[config.mk]
export PLATFORM = sky130hd
export DESIGN_NAME = speech_page_seq
export DESIGN_NICKNAME = d
export VERILOG_FILES = /design/src/rtl/sps_pkg.sv /design/src/rtl/sps_channel.sv /design/src/rtl/sps_idle_pattern.sv /design/src/rtl/speech_page_seq.sv
export SDC_FILE = /design/constraint.sdc
export NUM_CORES = 1
export LEC_CHECK = 0
export ABC_AREA = 1
export ABC_CLOCK_PERIOD_IN_PS = 2800
export BUFFER_PORTS_ARGS = -buffer_cell sky130_fd_sc_hd__buf_2
export CAP_MARGIN = 20
export CORE_MARGIN = 2
export CORE_UTILIZATION = 59
export DETAILED_ROUTE_END_ITERATION = 8
export GPL_ROUTABILITY_DRIVEN = 0
export PLACE_DENSITY_LB_ADDON = 0.1
export SYNTH_ARGS = -nofsm -noshare
export SYNTH_HDL_FRONTEND = slang
export SYNTH_SLANG_ARGS = --single-unit
[constraint.sdc]
create_clock -name clk -period 2.8 [get_ports clk]
set_input_delay 0.7 -clock clk [delete_from_list [all_inputs] [get_ports clk]]
set_output_delay 0.7 -clock clk [all_outputs]
set_load 0.05 [all_outputs]
[src/rtl/sps_pkg.sv]
package sps_pkg;
   typedef enum logic [1:0] {
      SYNC_OFF       = 2'b00,
      SYNC_PLAY_GATE = 2'b01,
      SYNC_STORE_GATE= 2'b10,
      SYNC_OFF_ALT   = 2'b11
   } sync_e;

   localparam int CH_STORE = 0;
   localparam int CH_PLAY  = 1;
endpackage

[src/rtl/sps_channel.sv]
module sps_channel #(
   parameter int PAGE_LOG2   = 10,
   parameter int PAGE_IDX_W  = 12,
   parameter int CNT_W       = 4,
   parameter bit CAN_REVERSE = 1'b0,
   localparam int CMD_W  = CNT_W + PAGE_IDX_W,
   localparam int ADDR_W = PAGE_IDX_W + PAGE_LOG2,
   localparam int REM_W  = CNT_W + PAGE_LOG2
) (
   input  logic              clk,
   input  logic              rst_n,
   input  logic              tick,
   input  logic              cmd_valid,
   input  logic              cmd_imm,
   input  logic [CMD_W-1:0]  cmd_word,
   input  logic              rev_req,
   input  logic              gated,
   input  logic              partner_done,
   output logic              busy,
   output logic              req,
   output logic [ADDR_W-1:0] addr,
   output logic              done,
   output logic              complete
);
   logic              active_q;
   logic [ADDR_W-1:0] addr_q;
   logic [REM_W-1:0]  rem_q;
   logic              dir_q;
   logic              buf_v_q;
   logic [CMD_W-1:0]  buf_w_q;
   logic              cmp_q;

   logic              take_imm, launch, start, consume, dir_sel;
   logic [CMD_W-1:0]  sel_w;
   logic [CNT_W-1:0]  sel_n;
   logic [PAGE_IDX_W-1:0] sel_x;
   logic [REM_W-1:0]  span;
   logic [ADDR_W-1:0] lo_addr, hi_addr, step_addr;

   generate
      if (CAN_REVERSE) begin : g_rev
         assign dir_sel = rev_req;
      end else begin : g_fwd
         logic unused_rev;
         assign unused_rev = rev_req;
         assign dir_sel    = 1'b0;
      end
   endgenerate

   always_comb begin
      done     = active_q & tick & (rem_q == '0);
      take_imm = cmd_valid & cmd_imm;
      launch   = buf_v_q & (gated ? partner_done : (~active_q | done));
      start    = take_imm | launch;
      consume  = launch & ~take_imm;
      sel_w    = take_imm ? cmd_word : buf_w_q;
      sel_n    = sel_w[CMD_W-1 -: CNT_W];
      sel_x    = sel_w[PAGE_IDX_W-1:0];
      span     = {sel_n, {PAGE_LOG2{1'b1}}};
      lo_addr  = {sel_x, {PAGE_LOG2{1'b0}}};
      hi_addr  = lo_addr + ADDR_W'(span);
      step_addr = dir_q ? (addr_q - ADDR_W'(1)) : (addr_q + ADDR_W'(1));
   end

   always_ff @(posedge clk or negedge rst_n) begin
      if (!rst_n) begin
         active_q <= 1'b0;
         addr_q   <= '0;
         rem_q    <= '0;
         dir_q    <= 1'b0;
      end else if (start) begin
         active_q <= 1'b1;
         addr_q   <= dir_sel ? hi_addr : lo_addr;
         rem_q    <= span;
         dir_q    <= dir_sel;
      end else if (active_q && tick) begin
         if (done) begin
            active_q <= 1'b0;
         end else begin
            addr_q <= step_addr;
            rem_q  <= rem_q - REM_W'(1);
         end
      end
   end

   always_ff @(posedge clk or negedge rst_n) begin
      if (!rst_n) begin
         buf_v_q <= 1'b0;
         buf_w_q <= '0;
      end else if (cmd_valid && !cmd_imm) begin
         buf_v_q <= 1'b1;
         buf_w_q <= cmd_word;
      end else if (consume) begin
         buf_v_q <= 1'b0;
      end
   end

   always_ff @(posedge clk or negedge rst_n) begin
      if (!rst_n)         cmp_q <= 1'b0;
      else if (cmd_valid) cmp_q <= 1'b0;
      else if (done)      cmp_q <= 1'b1;
   end

   assign busy     = active_q;
   assign req      = active_q & tick;
   assign addr     = addr_q;
   assign complete = cmp_q;
endmodule

[src/rtl/sps_idle_pattern.sv]
module sps_idle_pattern (
   input  logic clk,
   input  logic rst_n,
   input  logic tick,
   input  logic busy,
   input  logic mem_bit,
   output logic dec_bit
);
   logic phase_q;

   always_ff @(posedge clk or negedge rst_n) begin
      if (!rst_n)    phase_q <= 1'b0;
      else if (busy) phase_q <= 1'b0;
      else if (tick) phase_q <= ~phase_q;
   end

   assign dec_bit = busy ? mem_bit : phase_q;
endmodule

[src/rtl/speech_page_seq.sv]
module speech_page_seq
   import sps_pkg::*;
#(
   parameter int PAGE_LOG2  = 10,
   parameter int PAGE_IDX_W = 12,
   parameter int CNT_W      = 4,
   localparam int CMD_W  = CNT_W + PAGE_IDX_W,
   localparam int ADDR_W = PAGE_IDX_W + PAGE_LOG2
) (
   input  logic              clk,
   input  logic              rst_n,
   input  logic [1:0]        cfg_sync,
   input  logic              cfg_play_reverse,
   input  logic              cfg_store_irq_en,
   input  logic              cfg_play_irq_en,
   input  logic              st_tick,
   input  logic              st_cmd_valid,
   input  logic              st_cmd_imm,
   input  logic [CMD_W-1:0]  st_cmd_word,
   input  logic              pl_tick,
   input  logic              pl_cmd_valid,
   input  logic              pl_cmd_imm,
   input  logic [CMD_W-1:0]  pl_cmd_word,
   input  logic              enc_bit,
   output logic              mem_wr_req,
   output logic [ADDR_W-1:0] mem_wr_addr,
   output logic              mem_wr_bit,
   output logic              mem_rd_req,
   output logic [ADDR_W-1:0] mem_rd_addr,
   input  logic              mem_rd_bit,
   output logic              dec_bit,
   output logic              st_done,
   output logic              pl_done,
   output logic              st_complete,
   output logic              pl_complete,
   output logic              irq
);
   generate
      if (PAGE_LOG2 < 1 || CNT_W < 1 || PAGE_IDX_W < CNT_W) begin : g_bad_cfg
         $error("speech_page_seq: PAGE_LOG2, CNT_W must be >= 1 and PAGE_IDX_W >= CNT_W");
      end
   endgenerate

   sync_e sync_mode;
   logic  st_gated, pl_gated;
   logic  unused_st_busy, pl_busy;

   assign sync_mode = sync_e'(cfg_sync);
   assign st_gated  = (sync_mode == SYNC_STORE_GATE);
   assign pl_gated  = (sync_mode == SYNC_PLAY_GATE);

   sps_channel #(
      .PAGE_LOG2(PAGE_LOG2), .PAGE_IDX_W(PAGE_IDX_W), .CNT_W(CNT_W), .CAN_REVERSE(1'b0)
   ) u_store (
      .clk(clk), .rst_n(rst_n), .tick(st_tick),
      .cmd_valid(st_cmd_valid), .cmd_imm(st_cmd_imm), .cmd_word(st_cmd_word),
      .rev_req(1'b0), .gated(st_gated), .partner_done(pl_done),
      .busy(unused_st_busy), .req(mem_wr_req), .addr(mem_wr_addr),
      .done(st_done), .complete(st_complete)
   );

   sps_channel #(
      .PAGE_LOG2(PAGE_LOG2), .PAGE_IDX_W(PAGE_IDX_W), .CNT_W(CNT_W), .CAN_REVERSE(1'b1)
   ) u_play (
      .clk(clk), .rst_n(rst_n), .tick(pl_tick),
      .cmd_valid(pl_cmd_valid), .cmd_imm(pl_cmd_imm), .cmd_word(pl_cmd_word),
      .rev_req(cfg_play_reverse), .gated(pl_gated), .partner_done(st_done),
      .busy(pl_busy), .req(mem_rd_req), .addr(mem_rd_addr),
      .done(pl_done), .complete(pl_complete)
   );

   sps_idle_pattern u_idle (
      .clk(clk), .rst_n(rst_n), .tick(pl_tick), .busy(pl_busy),
      .mem_bit(mem_rd_bit), .dec_bit(dec_bit)
   );

   assign mem_wr_bit = enc_bit;
   assign irq = (st_complete & cfg_store_irq_en) | (pl_complete & cfg_play_irq_en);
endmodule

=== Word level (Yosys, flattened, before mapping) ===
Index checks and enable logic that the tools add are counted.

* Bits in registers: 112
* Bits of input ports: 47

* Bitwise gates (word level): 22
* Reductions and logical operators: 21
* Eq/ne operators: 4
* Muxes and demuxes: 35
* Add/subtract/negate cells: 6

{| class="wikitable"
|+ Operators by type and width
! cell !! number
|-
| 22-bit two-way mux || 8
|-
| 14-bit two-way mux || 6
|-
| 22-bit by 1-bit adder with 22-bit output, second input constant || 2
|-
| 16-bit two-way mux || 2
|-
| 14-bit zero test || 2
|-
| 14-bit by 1-bit subtractor with 14-bit output, second input constant || 2
|-
| 22-bit by 14-bit adder with 22-bit output || 1
|-
| 22-bit by 1-bit subtractor with 22-bit output, second input constant || 1
|-
| 1-bit two-way mux || 19
|-
| 2-bit nonzero test || 9
|-
| 1-bit bitwise AND || 12
|-
| 2-bit AND reduction || 4
|-
| 1-bit inverter || 5
|-
| 1-bit OR || 5
|-
| 1-bit logical AND || 4
|-
| 2-bit by 1-bit equality test with 1-bit output, second input constant || 1
|-
| 2-bit equality test, second input constant || 1
|-
| 1-bit zero test || 2
|-
| 2-bit by 1-bit inequality test with 1-bit output, second input constant || 1
|-
| 2-bit inequality test, second input constant || 1
|}

=== Depth between registers and ports, before layout ===
* Depth in word-level cells: 8
* Mapped depth: 19
* Gate-level depth less buffers: 16

=== Modules after synthesis ===
From an unflattened synthesis, not the netlist that was laid out.

* Cells, all modules: 1189
* Area total of the unflattened synthesis: 8091.5 µm²

{| class="wikitable"
|+ By module, submodules not included
! module !! area each (µm²) !! cells an instance !! instances !! seq. area each (µm²)
|-
| sps_channel at u_play || 4560.6 || 668 || 1 || 1401.3
|-
| sps_channel at u_store || 3438.3 || 503 || 1 || 1376.3
|-
| sps_idle_pattern || 55.1 || 9 || 1 || 25.0
|-
| speech_page_seq || 37.5 || 9 || 1 || 0.0
|}

=== Least setup slack after synthesis ===
OpenSTA, ideal clock, no wires.

* Path type: input to register
* Start point: in pl_cmd_imm
* End point: reg u_play.addr_q[16], in the netlist u_play.addr[16]
* Data required time: 2.674 ns
* Setup slack: 0.025 ns
* Data arrival time: 2.649 ns
* Path buffers: 3
* Stages on the path: 16
* Path through: buf_4 > nand2_8 > buf_6 > buf_2 > o21ai_0 > ha_1 > fa_1 > inv_1 > nor2_1 > nor2_1 > nor2_1 > nand3_1 > xor2_1 > nand2_1 > o21ai_0 > a21oi_1

* Cells in the longest elaborated chain, start to end: 5
* Elaborated cells between the ends (all ways): 9

{| class="wikitable"
|+ RTL lines
! what !! RTL line !! RTL
|-
| start, declared || speech_page_seq.sv:22 || <nowiki>input logic pl_cmd_imm,</nowiki>
|-
| 1-bit bitwise AND (*) || sps_channel.sv:52 || <nowiki>take_imm = cmd_valid & cmd_imm;</nowiki>
|-
| 16-bit two-way mux || sps_channel.sv:56 || <nowiki>sel_w = take_imm ? cmd_word : buf_w_q;</nowiki>
|-
| 22-bit by 14-bit adder with 22-bit output || sps_channel.sv:61 || <nowiki>hi_addr = lo_addr + ADDR_W'(span);</nowiki>
|-
| 22-bit two-way mux || sps_channel.sv:73 || <nowiki>addr_q <= dir_sel ? hi_addr : lo_addr;</nowiki>
|-
| 22-bit two-way mux || sps_channel.sv:71 || <nowiki>end else if (start) begin</nowiki>
|-
| end signal, assigned || sps_channel.sv:73 ||
|-
| end signal, assigned || sps_channel.sv:80 || <nowiki>addr_q <= step_addr;</nowiki>
|-
| end, declared || sps_channel.sv:26 || <nowiki>logic [ADDR_W-1:0] addr_q;</nowiki>
|}

Every way passes the cells marked *; elsewhere a longest branch is shown, timed or not.
A chain may end at the register's enable or synchronous reset.

=== Worst setup path after layout ===
* Start point: reg u_play.dir_q
* End point: reg u_play.addr_q[19], in the netlist u_play.addr[19]

* Cells in the longest elaborated chain, start to end: 4

{| class="wikitable"
|+ RTL lines
! what !! RTL line !! RTL
|-
| start, declared || sps_channel.sv:28 || <nowiki>logic dir_q;</nowiki>
|-
| start signal, assigned || sps_channel.sv:75 || <nowiki>dir_q <= dir_sel;</nowiki>
|-
| 22-bit two-way mux || sps_channel.sv:62 || <nowiki>step_addr = dir_q ? (addr_q - ADDR_W'(1)) : (addr_q + ADDR_W'(1));</nowiki>
|-
| 22-bit two-way mux || sps_channel.sv:77 || <nowiki>if (done) begin</nowiki>
|-
| 22-bit two-way mux || sps_channel.sv:76 || <nowiki>end else if (active_q && tick) begin</nowiki>
|-
| 22-bit two-way mux || sps_channel.sv:71 ||
|}

No other way between the ends. The select of a mux whose other input is x is not followed.

==> out/results.tsv <==
stage	metric	value	unit
synthesis	synth_top_area_frac	0.349	
floorplanning	coreArea	13200	sq um
global_route	grt_max_degree	44	
cts	cts.path.max_buffers	2	
finish	stdcell_area	8990	sq um
drt	ant_nets	0	
drt	vias_per_cell	5.27	
synthesis	synth_area	8020	sq um
outcome	outcome	complete, no violations	
global_route	grt_pass1_wl	32500	microns
finish	drive_gt1_frac	0.152	
synthesis	synth_area_leader_cell	dfrtp_1	
synthesis	syn_nets	1224	
worst_setup_path	crit_type	register to register	
sta	rsz0062_at_grt	no	
placed_design	dp.cells	1405	
floorplanning	die_area	14500	sq um
min_path	min_path_type	primary input to async pin	
synthesis	yosys_most_used_dff	dfrtp_1	
sta	maxSlewHeadroom	0.620	
worst_setup_path	crit_arrival	2740	ps
synthesis	avgSynthCellArea	7.00	sq um
worst_setup_path	worstPathMaxFanout	14	
cts	cts_inserted_buffers	9	
floorplanning	placementRows	42	
global_route	antenna_found_initial	0	
synthesis	synth_cell_types	49	
synthesis	postSynth.asyncResetShare	1.00	
worst_setup_path	crit_path_start_kind	register	
finish	antenna_cells	0	
finish	multiInputGateArea	4460	sq um
finish	instances_no_fill	1421	
synthesis	yosys-top-cells-area	dfrtp_1 35%, nand2_1 17%, inv_1 6.0%	
sta	fin_skew	6.16	ps
placed_design	port_buffers	97	
drt	remaining_drc_errors	0	
floorplanning	start_util	0.606	
cts	cts_resized	0	
sta	finalSetupTns	0	ps
synthesis	synth-seq-cells	112	
drt	via_count	7482	
synthesis	yosysSeqAreaShare	0.349	
power_and_ir_drop	pwr_density_cell	825	nW/um^2
finish	final-seq-area	2800	sq um
drt	first_iter_violations	548	
finish	areaGrowthSynthToFinish	12.1	%
floorplanning	die_y	121	microns
cts	cts_sinks	112	
sta	min_period	2490	ps
global_route	grt_usage	0.278	
drt	totalWireLength	19500	microns
worst_setup_path	setup.worst_path.end_class	register	
cts	cts_root_buf	clkbuf_16	
sta	worstMarginPinSlew	570	ps
cts	htree_num_levels	3	
sta	maxSlewViolCount	0	
power_and_ir_drop	p_leak	4.73	nW
cts	clk_pin_slew	70	ps
synthesis	synth_edf_count	0	
cts	insertion_delay	360	ps
drt	wire_per_inst	13.7	microns
floorplanning	io_pins	100	
global_route	grt_overflow_total	0	
drt	drt_pass1_iterations	6	
worst_setup_path	required	3050	ps
placed_design	postPlaceCellArea	8660	sq um
power_and_ir_drop	total_power	0.00742	W
sta	fmax	0.401	GHz
cts	cts_tree	built	
finish	fill_cells	1252	
floorplanning	fp.dieW	121	microns
power_and_ir_drop	vdd_ir_drop_max	0.515	mV
cts	post-cts-setup-buffers	0	
sta	final.period_utilization	0.890	
run	cap_viol_max_count	0	
cts	cts_hold_buffers	0	
placed_design	dp_hpwl	14600	microns
global_route	grt_pass1_vias	6794	
synthesis	synthCells	1146	
synthesis	ys_warn_count	0	
sta	setup_viol	0	
finish	layout.nets	1318	
sta	finalHoldViolCount	0	
-- path summary, 6_finish.rpt --
kind	from	to	slack [ps]	cells after the start
min in group clk	u_store.buf_w_q[3]	u_store.buf_w_q[3]	490	2
worst min register to register	u_store.buf_w_q[3]	u_store.buf_w_q[3]	490	2
worst min-delay path	rst_n	u_play.buf_w_q[7]	320	1
worst max-delay path	u_play.dir_q	u_play.addr[19]	310	10
worst max register to register	u_play.dir_q	u_play.addr[19]	310	10
max in group asynchronous	rst_n	u_store.addr[8]	1810	2
-- logic make-up after synthesis --
kind of cell / after synthesis / share of synthesized area
AO/OA/AOI/OAI: 118 / 0.0837
buffers and inverters: 170 / 0.0950
AND/OR/NAND/NOR: 662 / 0.362
adder cells (fa/ha/maj): 31 / 0.0502
XOR/XNOR: 46 / 0.0502
flip-flops: 112 / 0.349
multiplexers: 7 / 0.00967
-- metrics by stage --
stage / setup slack [ps] / hold slack [ps] / util
2_1_floorplan: 24.5 / 404 / -
3_3_place_gp: 161 / 464 / 0.654
3_5_place_dp: 91.5 / 474 / 0.654
4_1_cts: 361 / 332 / 0.679
5_1_grt: 149 / 356 / 0.679
6_report: 309 / 321 / 0.679
-- state kept, by name, summed over array words and instances (netlist names) --
register / flops
u_play.addr: 22
u_store.addr: 22
u_play.buf_w_q: 16
u_store.buf_w_q: 16
u_play.rem_q: 14
u_store.rem_q: 14
u_idle.phase_q: 1
u_play.buf_v_q: 1
u_play.busy: 1
u_play.complete: 1
u_play.dir_q: 1
u_store.buf_v_q: 1
u_store.busy: 1
u_store.complete: 1
-- synth_stat cells (2+ instances only) --
library cell / n
nand3_1: 88
nand3_2: 11
o21bai_1: 2
buf_4: 4
dfrtp_1: 112
o21ai_0: 51
nor3_1: 14
or2_2: 2
buf_2: 8
inv_1: 128
a21oi_1: 34
o211ai_1: 7
xnor2_1: 16
mux2_2: 6
o31ai_1: 4
clkbuf_1: 9
ha_1: 29
nand3b_1: 8
o21ai_2: 2
xor2_1: 30
a21oi_2: 2
nand2_2: 9
inv_4: 2
nand2_1: 372
nand2_8: 2
o22ai_1: 2
nor2_4: 2
buf_6: 11
inv_2: 5
o21ai_1: 8
nand3_4: 2
nor2_2: 5
nor3_2: 2
buf_1: 2
nor2_1: 121
nand4_1: 19
and2_1: 2
fa_1: 2
-- layout make-up --
type,instances,share of cell area
Multi-Input combinational cell,864,0.496
Sequential cell,112,0.312
Timing Repair Buffer,118,0.0746
Inverter,135,0.0569
Clock buffer,9,0.0250
Tap cell,176,0.0245
Clock inverter,7,0.0114
-- layout by cell type, fill, tap and decap left out, types with 4 or more instances in the layout --
cell,n
nor2_2,5
xor2_1,30
clkbuf_16,9
o21ai_1,8
buf_4,20
mux2_2,6
nand3b_1,8
inv_1,128
o21ai_0,51
buf_2,96
o31ai_1,4
xnor2_1,16
nand3_1,88
dfrtp_1,112
inv_2,5
nor3_1,14
nand2_1,372
nand4_1,19
nand2_2,9
ha_1,29
nand3_2,11
nor2_1,121
a21oi_1,34
o211ai_1,7
-- worst max-delay path, stage by stage (launching register included) --
cell and delay, ps:
dfrtp_1 600, buf_4 300, ha_1 430, nand2_1 130, nor2_1 170, and2_1 180, nand4_1 130, nand4_1 130
nand3_1 140, nand2_1 120, nor2_1 40
-- power breakdown --
part           total, W  internal [W]  switching [W]
clock           0.00141      0.000794       0.000618
sequential      0.00229       0.00195       0.000333
combinational   0.00372       0.00118        0.00255
total           0.00742       0.00393        0.00350
-- routing by layer --
metal,wire (microns),up-vias,global-route usage,share of wire
met5,0,-,0,0
met4,176,0,0.0574,0.0090
met3,957,13,0.0561,0.049
met2,8680,194,0.426,0.45
met1,9660,3448,0.409,0.50
li1,-,3827,-,-
No activity file was read; power rests on OpenSTA's default activity.
